File: config.mk
export PLATFORM = sky130hd
export DESIGN_NAME = ofs_prog_unit
export DESIGN_NICKNAME = d
export VERILOG_FILES = /design/src/rtl/ofs_prog_pkg.sv /design/src/rtl/ofs_strap_capture.sv /design/src/rtl/ofs_write_steer.sv /design/src/rtl/ofs_regs.sv /design/src/rtl/ofs_prog_unit.sv
export SDC_FILE = /design/constraint.sdc
export NUM_CORES = 1
export LEC_CHECK = 0
export BUFFER_PORTS_ARGS = -buffer_cell sky130_fd_sc_hd__buf_2
export CAP_MARGIN = 20
export CORE_MARGIN = 2
export CORE_UTILIZATION = 30
export CTS_CLUSTER_DIAMETER = 120
export CTS_CLUSTER_SIZE = 28
export DETAILED_ROUTE_END_ITERATION = 10
export MAX_ROUTING_LAYER = met4
export PLACE_DENSITY = 0.62
export REMOVE_ABC_BUFFERS = 1
export SLEW_MARGIN = 20
export SYNTH_ARGS = -nofsm -noshare
export SYNTH_HDL_FRONTEND = slang
export SYNTH_SLANG_ARGS = --single-unit
File: constraint.sdc
create_clock -name clk -period 2.4 [get_ports clk]
set_input_delay 0.24 -clock clk [delete_from_list [all_inputs] [get_ports clk]]
set_output_delay 0.24 -clock clk [all_outputs]
set_load 0.01 [all_outputs]
File: src/rtl/ofs_prog_pkg.sv
package ofs_prog_pkg;

  typedef enum logic [1:0] {
    CFG_SERIAL   = 2'd0,
    CFG_PRESET   = 2'd1,
    CFG_PARALLEL = 2'd2
  } cfg_mode_e;

  // Method chosen from the straps.
  function automatic cfg_mode_e decode_mode(input logic spm, input logic [1:0] fs);
    if (!spm)            return CFG_SERIAL;
    else if (fs == 2'b00) return CFG_PARALLEL;
    else                 return CFG_PRESET;
  endfunction

  // Offset value applied during full reset.
  function automatic logic [15:0] reset_offset(input logic spm, input logic [1:0] fs);
    logic [15:0] v;
    v = 16'd0;
    if (spm) begin
      unique case (fs)
        2'b11:   v = 16'd64;
        2'b01:   v = 16'd16;
        2'b10:   v = 16'd8;
        default: v = 16'd0;
      endcase
    end
    return v;
  endfunction

endpackage

File: src/rtl/ofs_strap_capture.sv
module ofs_strap_capture
  import ofs_prog_pkg::*;
(
  input  logic       clk,
  input  logic       full_rst_n,
  input  logic       prog_mode,
  input  logic [1:0] fsel,
  output cfg_mode_e  mode
);

  always_ff @(posedge clk) begin
    if (!full_rst_n) mode <= decode_mode(prog_mode, fsel);
  end


  mode_stable_chk: assert property (@(posedge clk) disable iff (!full_rst_n)
    full_rst_n |=> $stable(mode));

endmodule

File: src/rtl/ofs_write_steer.sv
module ofs_write_steer (
  input  logic clk,
  input  logic full_rst_n,
  input  logic part_rst_n,
  input  logic arm_parallel,
  input  logic wr_en,
  output logic mem_wr,
  output logic load_y,
  output logic load_x
);

  localparam int PEND_W = 2;

  logic [PEND_W-1:0] pend;
  logic              wr_ok;

  assign wr_ok  = wr_en && full_rst_n && part_rst_n;
  assign mem_wr = wr_ok && (pend == '0);
  assign load_y = wr_ok && (pend == PEND_W'(2));
  assign load_x = wr_ok && (pend == PEND_W'(1));

  always_ff @(posedge clk) begin
    if (!full_rst_n)          pend <= arm_parallel ? PEND_W'(2) : '0;
    else if (load_y || load_x) pend <= pend - PEND_W'(1);
  end


  pend_step_chk: assert property (@(posedge clk) disable iff (!full_rst_n)
    (load_y || load_x) |=> (pend == $past(pend) - PEND_W'(1)));

endmodule

File: src/rtl/ofs_regs.sv
module ofs_regs #(
  parameter int OFS_W = 10
) (
  input  logic             clk,
  input  logic             full_rst_n,
  input  logic             part_rst_n,
  input  logic [OFS_W-1:0] rst_value,
  input  logic             serial_mode,
  input  logic             ser_en,
  input  logic             ser_in,
  input  logic             load_y,
  input  logic             load_x,
  input  logic [OFS_W-1:0] wr_ofs,
  output logic [OFS_W-1:0] x_off,
  output logic [OFS_W-1:0] y_off
);

  logic shift_evt;

  assign shift_evt = serial_mode && ser_en && full_rst_n && part_rst_n;

  always_ff @(posedge clk) begin
    if (!full_rst_n) begin
      x_off <= rst_value;
      y_off <= rst_value;
    end else if (shift_evt) begin
      y_off <= {y_off[OFS_W-2:0], x_off[OFS_W-1]};
      x_off <= {x_off[OFS_W-2:0], ser_in};
    end else begin
      if (load_y) y_off <= wr_ofs;
      if (load_x) x_off <= wr_ofs;
    end
  end


  y_load_chk: assert property (@(posedge clk) disable iff (!full_rst_n)
    load_y |=> (y_off == $past(wr_ofs)));


  part_hold_chk: assert property (@(posedge clk) disable iff (!full_rst_n)
    !part_rst_n |=> ($stable(x_off) && $stable(y_off)));

endmodule

File: src/rtl/ofs_prog_unit.sv
module ofs_prog_unit
  import ofs_prog_pkg::*;
#(
  parameter int OFS_W = 10
) (
  input  logic             clk,
  input  logic             full_rst_n,
  input  logic             part_rst_n,
  input  logic             prog_mode,
  input  logic [1:0]       fsel,
  input  logic             ser_en,
  input  logic             ser_in,
  input  logic             wr_en,
  input  logic [OFS_W-1:0] wr_ofs,
  output logic             mem_wr,
  output logic [OFS_W-1:0] x_off,
  output logic [OFS_W-1:0] y_off
);

  cfg_mode_e        mode;
  logic             arm_parallel;
  logic             load_y;
  logic             load_x;
  logic [OFS_W-1:0] rst_value;
  logic [15:0]      rst_full;

  assign arm_parallel = (decode_mode(prog_mode, fsel) == CFG_PARALLEL);
  assign rst_full     = reset_offset(prog_mode, fsel);
  assign rst_value    = rst_full[OFS_W-1:0];

  ofs_strap_capture i_straps (
    .clk        (clk),
    .full_rst_n (full_rst_n),
    .prog_mode  (prog_mode),
    .fsel       (fsel),
    .mode       (mode)
  );

  ofs_write_steer i_steer (
    .clk          (clk),
    .full_rst_n   (full_rst_n),
    .part_rst_n   (part_rst_n),
    .arm_parallel (arm_parallel),
    .wr_en        (wr_en),
    .mem_wr       (mem_wr),
    .load_y       (load_y),
    .load_x       (load_x)
  );

  ofs_regs #(.OFS_W(OFS_W)) i_regs (
    .clk         (clk),
    .full_rst_n  (full_rst_n),
    .part_rst_n  (part_rst_n),
    .rst_value   (rst_value),
    .serial_mode (mode == CFG_SERIAL),
    .ser_en      (ser_en),
    .ser_in      (ser_in),
    .load_y      (load_y),
    .load_x      (load_x),
    .wr_ofs      (wr_ofs),
    .x_off       (x_off),
    .y_off       (y_off)
  );


  preset_pass_chk: assert property (@(posedge clk) disable iff (!full_rst_n)
    (mode != CFG_PARALLEL && wr_en && part_rst_n) |-> mem_wr);

endmodule

==> results of run 1 <==
[per-layer routing]
| metal | routed length [um] | global-route usage (%) | vias to the layer above |
|---|---|---|---|
| met5 | 0 | - | - |
| met4 | 43 | 4.427 | 0 |
| met3 | 171 | 3.767 | 4 |
| met2 | 1234 | 21.30 | 34 |
| met1 | 1164 | 16.45 | 406 |
| li1 | - | - | 392 |
[worst paths after layout]
check	from	end	slack (ns)	cells past startpoint
worst max-delay path	i_straps.mode[0]	i_regs.y_off[6]	0.64	4
worst min-delay path	ser_in	i_regs.x_off[0]	0.26	2
worst max register to register	i_straps.mode[0]	i_regs.y_off[6]	0.64	4
worst min register to register	i_regs.x_off[6]	i_regs.x_off[7]	0.57	1
[power groups by stage]
stage | logic, mW | registers [mW] | clock network [mW]
floorplan | 0.0552 | 0.548 | 0
global placement | 0.135 | 0.538 | 0
detailed placement | 0.139 | 0.540 | 0
CTS | 0.139 | 0.531 | 0.359
global route | 0.152 | 0.535 | 0.377
finish | 0.138 | 0.531 | 0.356
[registers in the layout (all words and copies together), names as in the netlist]
| register | count |
|---|---|
| i_regs.x_off | 10 |
| i_regs.y_off | 10 |
| i_steer.pend | 2 |
| i_straps.mode | 2 |
[cells by family after synthesis]
logic type / share of synthesized area [%]
compound gates: 18.22
fa+ha+maj: 3.334
buf+inv: 4.443
flops: 64.00
simple gates: 10.00
[Yosys cell counts]
cell / count
a21o_1: 5
buf_6: 1
a22o_1: 14
inv_1: 4
o32ai_1: 2
and4_1: 1
nor2_2: 1
o211ai_1: 1
nor2_1: 2
o21a_1: 1
buf_2: 1
nand3_1: 2
nor4bb_1: 1
and4bb_4: 1
edfxtp_1: 24
buf_8: 1
nand2_1: 8
ha_1: 3
nand3b_1: 1
and2_4: 1
a31oi_1: 2
nor3b_1: 1
clkbuf_1: 1
[worst register-to-register path, delay by kind of cell, from the launching register on]
kind	cells	cell delay, ns
AND/OR/NAND/NOR	3	0.87
flip-flops	1	0.35
buffers and inverters	1	0.19
[per-stage QoR]
| step | setup WS (ns) | hold slack [ns] | std cells | utilization [%] | cell area, sq um |
|---|---|---|---|---|---|
| after floorplan | 0.8703 | 0.4261 | 75 | - | 1091 |
| after global placement | 0.7327 | 0.5387 | 163 | 37.26 | 1354 |
| after detailed placement | 0.6564 | 0.5448 | 163 | 37.26 | 1354 |
| after CTS | 0.6602 | 0.2660 | 167 | 39.22 | 1425 |
| after global routing | 0.5694 | 0.2712 | 167 | 39.22 | 1425 |
| final | 0.6413 | 0.2617 | 167 | 39.22 | 1425 |
[layout make-up]
type	instances	area share [%]
Clock buffer	3	2.897
Clock inverter	1	2.107
Inverter	4	1.054
Multi-Input combinational cell	47	24.93
Sequential cell	24	50.57
Tap cell	48	4.214
Timing Repair Buffer	40	14.22
==> metrics.csv, run 1 <==
metric;value;unit
status;finished clean;
RSZ-0062 raised after global routing;no;
LEAKAGE;0.6416;nW
Net Sw Power;0.2330;mW
Pwr Density;719.0;nW/um^2
clock slew at reported path FFs;0.09;ns
Slew Limit Fails;0;
Die ar.;4260;sq um
combinational fraction of design power;13.5;%
Slew headroom;65.66;%
std cell rows;22;
CP max-delay cell;nand2_1;
Max Buffers Root-to-Sink;2;
#FFs+latches synth;24;
Final Cycle Share;73.28;%
Power Total;1.025;mW
Tmin final;1.759;ns
post-synth cell types;23;
via count;836;
Sink Count;24;
leading area contributor after synthesis;edfxtp_1;
FMAX;568.6;MHz
commonest non-fill, non-tap cell in the layout;buf_2;
Fill cells;367;
Area growth syn-to-layout;26.56;%
WS Path Type;reg2reg;
register area share after synthesis;64.00;%
Root Buffer;clkbuf_8;
overall routing resource usage;13.36;%
post-synth top area share;64.00;%
share of layout cells above drive strength 1;39.50;%
crit path max fanout;12;
yosys warns;0;
clock tree from TritonCTS;built;
largest net degree at the start of global routing;19;
Register Area;720.7;sq um
Req. time, crit path;2.31;ns
Final Hold Viols;0;
Post-Syn Instances;79;
first-pass GRT wire length;4091;um
syn_area_per_cell;14.25;sq um
Die H;65.27;um
core area;3633;sq um
crit-path cells;and4bb_4 > nor2_2 > buf_4 > nand2_1;
antenna viol nets, final;0;
number of CTS-inserted buffers;3;
IO Count;40;
Starting Density;30.99;%
sequential power share;51.8;%
# port buffers;39;
main area contributors after synthesis;edfxtp_1 (64%), a22o_1 (11%), a21o_1 (3.3%);
most frequent cells in the layout;buf_2 (39), edfxtp_1 (24), a22o_1 (14);
Die X;65.27;um
cell family contributing the most delay on the critical path;simple AND/OR/NAND/NOR gates;
routability cong.;0.7372;
vias per inst;5.006;
maximum vdd drop;456.2;uV
clk_lat worst skew;0.27;ns
# setup viols final;0;
setup TNS;0;ns
WL/cell;15.65;um
depth of the CTS H-tree;1;
Setup Buffers After CTS;0;
switch share;22.74;%
Layout Nets;142;
number of detailed-route iterations in the first pass;4;
crit path buf inv count;1;
Worst Max-Slew Pin Slew;0.5139;ns
Routed WL;2614;um
Arr. time, crit path;1.67;ns
vias in the first global route;862;
Pint;0.7917;mW
Iter 0 DRT Violations;65;
post_cts resized;0;
CP Launch Type;register;
# hold bufs at CTS;0;
Remaining DRCs;0;
antenna cell count;0;
Post-Syn Area;1126;sq um
area of the multi-input gates;355.3;sq um
initial antenna violation count;0;
Crit path largest cell delay;0.40;ns
clock power share;34.7;%
maxcap violations;0;
Final Skew;0.004695;ns
grt ovf;0;
Detail Placement HPWL;1949;um
worst hold path class;in2reg;
critical path endpoint category;register;
No activity file was read; power rests on OpenSTA's default activity.
==> inputs of run 2 (changes only) <==
ABC_AREA = 1   (was default)
PLACE_DENSITY = 0.63   (was 0.62)
clock period = 1.6 ns   (was 2.4 ns; I/O delays follow)
==> run 2 against run 1 <==
Clock power about the same. Critical path depth unchanged. Sequential share of layout area decreased by 3.2 points. Largest power group unchanged. Design area increased by 6.8%. Combinational power increased by 51%. Synthesized area increased by 8.4%. Global-route usage increased by 0.67 points. Total power increased by 31%. Critical path type is now reg2out. Sequential power increased by 46%.
==> metrics.csv, run 2 <==
metric;value;unit;change
Power Total;1.341;mW;+31%
overall routing resource usage;14.02;%;+0.67 points
dpl ws;0.2650;ns;-0.3914 ns
Iter 0 DRT Violations;68;;+4.6%
predominant post-synthesis flop cell;edfxtp_1;;
vias in the first global route;913;;+5.9%
Post-Syn Area;1221;sq um;+8.4%
Sink Count;24;;unchanged
Fill cells;413;;+13%
clock slew at reported path FFs;0.08;ns;about the same
Slew Limit Fails;0;;unchanged
register area share after synthesis;59.02;%;-5.0 points
WL/cell;13.08;um;-16%
post-synth top area share;59.02;%;-5.0 points
Post-synth EDFFs;24;;unchanged
Layout Nets;190;;+34%
top cells by count, synth;nand2_1 (31), edfxtp_1 (24), nand3_1 (24);;
switch share;25.31;%;+2.6 points
first-pass GRT wire length;4560;um;+11%
Final Hold Viols;0;;unchanged
# setup viols final;0;;unchanged
# hold bufs at CTS;0;;unchanged
cell family contributing the most delay on the critical path;flip-flops;;
post_cts resized;0;;unchanged
RSZ-0062 raised after global routing;no;;
Arr. time, crit path;1.27;ns;-0.40 ns
Synth Area in Compound Gates;6.148;%;-12 points
simple-gate share of the synthesized area;25.41;%;+15 points
maximum vdd drop;365.1;uV;-20%
Post-Syn Instances;125;;+58%
r2r setup slk;0.28;ns;-0.36 ns
Remaining DRCs;0;;unchanged
Setup Buffers After CTS;0;;unchanged
CP Launch Type;register;;
antenna cell count;0;;unchanged
biggest regs;i_regs.x_off (10), i_regs.y_off (10);;
status;finished clean;;
critical path endpoint category;primary output;;
routability cong.;0.7214;;-2.1%
number of CTS-inserted buffers;3;;unchanged
CP max-delay cell;edfxtp_1;;
grt ovf;0;;unchanged
crit path max fanout;3;;-9
Synth async-reset ratio;0;%;unchanged
std cell rows;23;;+4.5%
largest net degree at the start of global routing;21;;+2
syn_area_per_cell;9.769;sq um;-31%
clock power share;26.5;%;-8.2 points
Starting Density;30.75;%;-0.24 points
maxcap violations;0;;unchanged
FMAX;697.8;MHz;
count leader, synth;nand2_1;;
Max Buffers Root-to-Sink;2;;unchanged
commonest non-fill, non-tap cell in the layout;buf_2;;
xor and xnor area share after synthesis;0;%;unchanged
antenna viol nets, final;0;;unchanged
most frequent cells in the layout;buf_2 (39), nand2_1 (31), nand3_1 (24), edfxtp_1 (24), a21oi_1 (14);;
share of layout cells above drive strength 1;31.93;%;-7.6 points
Final Cycle Share;89.56;%;
leading area contributor after synthesis;edfxtp_1;;
# port buffers;39;;unchanged
Routed WL;2825;um;+8.1%
number of detailed-route iterations in the first pass;4;;unchanged
Detail Placement HPWL;2057;um;+5.5%
IO Count;40;;unchanged
WS Path Type;reg2out;;
Die X;67.80;um;+3.9%
clock tree from TritonCTS;built;;
Req. time, crit path;1.44;ns;-0.87 ns
Net Sw Power;0.3393;mW;+46%
post-synthesis adder-cell area fraction;3.074;%;-0.26 points
Tmin final;1.433;ns;
mux cell area share after synthesis;0;%;unchanged
LEAKAGE;0.6931;nW;+8.0%
Crit path largest cell delay;0.42;ns;+0.02 ns
yosys warns;0;;unchanged
vias per inst;4.708;;-5.9%
initial antenna violation count;0;;unchanged
largest family of logic cells by synthesized area;simple AND/OR/NAND/NOR gates;;
crit-path cells;inv_1 > ha_1 > nor3b_1 > buf_2;;
via count;1017;;+22%
sequential power share;58.0;%;+6.2 points
post-synth cell types;17;;-26%
Die H;67.80;um;+3.9%
crit path buf inv count;2;;+1
core area;3971;sq um;+9.3%
worst hold path class;in2reg;;
main area contributors after synthesis;edfxtp_1 (59%), nand3_1 (9.8%), nand2_1 (9.5%);;
setup slack after layout;0.1670;ns;-0.4743 ns
#FFs+latches synth;24;;unchanged
Root Buffer;clkbuf_8;;
Pint;1.001;mW;+26%
Die ar.;4597;sq um;+7.9%
clk_lat worst skew;0.27;ns;about the same
Worst Max-Slew Pin Slew;0.2432;ns;-0.2707 ns
Pwr Density;881.2;nW/um^2;+23%
Final Skew;0.004904;ns;+0.0002082 ns
depth of the CTS H-tree;1;;unchanged
Area growth syn-to-layout;24.59;%;
Slew headroom;83.73;%;+18 points
combinational fraction of design power;15.5;%;+2.0 points
-- run 2: final timing paths --
kind,start,to,cells after the start
max,i_steer.pend[0],mem_wr,4
min,fsel[1],i_straps.mode[1],2
max reg2reg,i_straps.mode[1],i_regs.y_off[9],4
min reg2reg,i_steer.pend[0],i_steer.pend[0],1
-- run 2: logic make-up after synthesis --
logic type / Yosys count
AO/OA/AOI/OAI: 15
buffers and inverters: 15
flip-flops: 24
adder cells (fa/ha/maj): 3
AND/OR/NAND/NOR: 68
-- run 2: per-layer routing --
metal | GRT usage [%] | wire length [um] | vias up
li1 | - | - | 513
met5 | - | 0 | -
met4 | 5.250 | 36 | 0
met2 | 21.32 | 1312 | 39
met3 | 2.167 | 204 | 4
met1 | 18.89 | 1271 | 461
-- run 2: per-stage QoR --
stage | std cells | hold slack, ns | util, % | area, sq um | TNS, ns
4_1_cts | 216 | 0.2305 | 38.31 | 1521 | 0
6_report | 216 | 0.2386 | 38.31 | 1521 | 0
3_5_place_dp | 213 | 0.5157 | 37.27 | 1480 | 0
5_1_grt | 216 | 0.2548 | 38.31 | 1521 | 0
2_1_floorplan | 117 | 0.3386 | - | 1170 | -2.988
3_3_place_gp | 213 | 0.5125 | 37.27 | 1480 | 0
-- run 2: final cells by class --
class | count | area, sq um | area share [%]
clock buffers | 3 | 41.29 | 2.714
inverters | 7 | 26.28 | 1.727
repair buffers | 46 | 247.7 | 16.28
well taps | 50 | 62.56 | 4.112
multi-input cells | 86 | 422.9 | 27.80
flip-flops and latches | 24 | 720.7 | 47.37
-- run 2: power by group through the flow --
stage | sequential [mW] | combinational [mW] | clock (mW)
floorplan | 0.807 | 0.0837 | 0
global placement | 0.792 | 0.207 | 0
detailed placement | 0.792 | 0.211 | 0
CTS | 0.778 | 0.211 | 0.369
global route | 0.784 | 0.237 | 0.389
finish | 0.777 | 0.208 | 0.356
==> inputs of run 3 (changes only) <==
BUFFER_PORTS_ARGS = -buffer_cell sky130_fd_sc_hd__clkbuf_2   (was -buffer_cell sky130_fd_sc_hd__buf_2)
==> run 3 against run 2 <==
Cell count fell by 0.46%. First-iteration DRC count fell by 10%. Hold slack improved by 0.0029 ns. Register-to-register slack got worse by 0.02 ns. Flip-flop and latch count did not move. Worst setup slack improved by 0.0069 ns. Design area rose by 0.33%. Combinational power barely moved. Wire length fell by 0.53%. Core utilization rose by 0.13 points. Largest power group unchanged.
==> metrics.csv, run 3 (synthesis gave the netlist of run 2 again) <==
metric;value;unit;change
grt ovf;0;;unchanged
Hold Path Depth;2;;unchanged
Routed WL;2810;um;-0.53%
worst hold margin;0.2414;ns;+0.002854 ns
vias per inst;4.744;;+0.76%
met3 Track Usage GR;2.833;%;+0.67 points
largest net degree at the start of global routing;21;;unchanged
worst hold path class;in2reg;;
WS Path Type;reg2out;;
# setup viols final;0;;unchanged
Pwr Density;880.0;nW/um^2;-0.14%
share of layout cells above drive strength 1;31.52;%;-0.41 points
Tmin final;1.426;ns;-0.006874 ns
Area growth syn-to-layout;25.00;%;
Remaining DRCs;0;;unchanged
number of detailed-route iterations in the first pass;4;;unchanged
routability cong.;0.7040;;-2.4%
Worst Max-Slew Pin Slew;0.2555;ns;+0.01231 ns
Crit path largest cell delay;0.43;ns;about the same
Top Usage Layer GRT;met2;;
# port buffers;39;;unchanged
depth of the CTS H-tree;1;;unchanged
vias in the first global route;970;;+6.2%
core area;3971;sq um;unchanged
Final Hold Viols;0;;unchanged
std cell rows;23;;unchanged
maxcap violations;0;;unchanged
CP Launch Type;register;;
Req. time, crit path;1.44;ns;about the same
commonest non-fill, non-tap cell in the layout;clkbuf_2;;
Setup Buffers After CTS;0;;unchanged
critical path endpoint category;primary output;;
IO Count;40;;unchanged
crit-path cells;inv_1 > ha_1 > nor3b_1 > clkbuf_2;;
Cells after DPL;212;;-0.47%
biggest regs;i_regs.x_off (10), i_regs.y_off (10);;
Layout Nets;189;;-0.53%
Final Skew;0.0009665;ns;-0.003937 ns
Fill cells;421;;+1.9%
Starting Density;30.75;%;unchanged
FMAX;701.2;MHz;+0.48%
Die X;67.80;um;unchanged
number of CTS-inserted buffers;3;;unchanged
antenna viol nets, final;0;;unchanged
final cell count without fillers;215;;-0.46%
Hold Crit Endpoint;i_straps.mode[1];;
worst-case reg-to-reg path depth;4;;unchanged
first-pass GRT wire length;4567;um;+0.15%
CP max-delay cell;edfxtp_1;;
Max Buffers Root-to-Sink;2;;unchanged
maximum vdd drop;298.8;uV;-18%
final core occ;38.44;%;+0.13 points
overall routing resource usage;13.92;%;-0.10 points
WL/cell;13.07;um;about the same
most frequent cells in the layout;clkbuf_2 (39), nand2_1 (31), nand3_1 (24), edfxtp_1 (24), a21oi_1 (14);;
Root Buffer;clkbuf_8;;
Slew headroom;82.84;%;-0.89 points
initial antenna violation count;0;;unchanged
post-route cell area;1526;sq um;+0.33%
LEAKAGE;0.6954;nW;+0.33%
hold_sp;fsel[1];;
GR Util met1;18.91;%;+0.020 points
clock tree from TritonCTS;built;;
Final Cycle Share;89.13;%;-0.43 points
Die H;67.80;um;unchanged
Iter 0 DRT Violations;61;;-10%
Arr. time, crit path;1.27;ns;about the same
Reg2Reg Capture Point;i_regs.y_off[0];;
Die ar.;4597;sq um;unchanged
clk_lat worst skew;0.26;ns;about the same
grt met2 use;20.47;%;-0.86 points
crit path max fanout;3;;unchanged
post_cts resized;0;;unchanged
Detail Placement HPWL;2053;um;-0.19%
antenna cell count;0;;unchanged
via count;1020;;+0.29%
reg-to-reg startpoint;i_straps.mode[0];;
RSZ-0062 raised after global routing;no;;
Slew Limit Fails;0;;unchanged
clock slew at reported path FFs;0.08;ns;about the same
status;finished clean;;
Area after DPL;1485;sq um;+0.34%
# hold bufs at CTS;0;;unchanged
Sink Count;24;;unchanged
r2r setup slk;0.26;ns;-0.02 ns
==> run 3: where the power goes <==
part,internal (mW),switching (mW)
sequential,0.751,0.0270
clock,0.168,0.189
combinational,0.0827,0.125
total,1.00,0.341
==> run 3: worst max path at each step <==
stage,cells after the start,end,from,slack [ns]
2_1_floorplan,3,i_regs.x_off[0],i_straps.mode[0],-0.15
3_3_place_gp,4,i_regs.y_off[2],i_straps.mode[1],0.28
3_5_place_dp,4,i_regs.y_off[1],i_straps.mode[0],0.25
4_1_cts,4,mem_wr,i_steer.pend[0],0.16
5_1_grt,4,mem_wr,i_steer.pend[0],0.03
6_report,4,mem_wr,i_steer.pend[0],0.17
==> run 3: critical path, delay by kind of cell, from the launching register on <==
family | cells | cell delay, ns
simple gates | 1 | 0.17
flops | 1 | 0.43
fa+ha+maj | 1 | 0.14
buf+inv | 2 | 0.26
==> run 3: area by class of cell <==
class,instances,area [sq um],share of cell area [%]
flip-flops and latches,24,720.7,47.21
repair buffers,45,252.7,16.56
inverters,7,26.28,1.721
multi-input cells,86,422.9,27.71
clock buffers,3,41.29,2.705
well taps,50,62.56,4.098
==> run 3: through the flow <==
stage                     power, mW  setup WS, ns  TNS [ns]
final                         1.343        0.1739         0
after global routing          1.414       0.02609         0
after CTS                     1.364        0.1583         0
after detailed placement      1.005        0.2458         0
after global placement        1.003        0.2817         0
after floorplan              0.8907       -0.1494    -2.988
==> run 3: per-layer routing <==
| metal | wire length (um) | part of all wire, % | vias to the layer above |
|---|---|---|---|
| met5 | 0 | 0 | - |
| met4 | 14 | 0.50 | 0 |
| met3 | 223 | 7.9 | 2 |
| met2 | 1296 | 46 | 40 |
| met1 | 1275 | 45 | 464 |
| li1 | - | - | 514 |
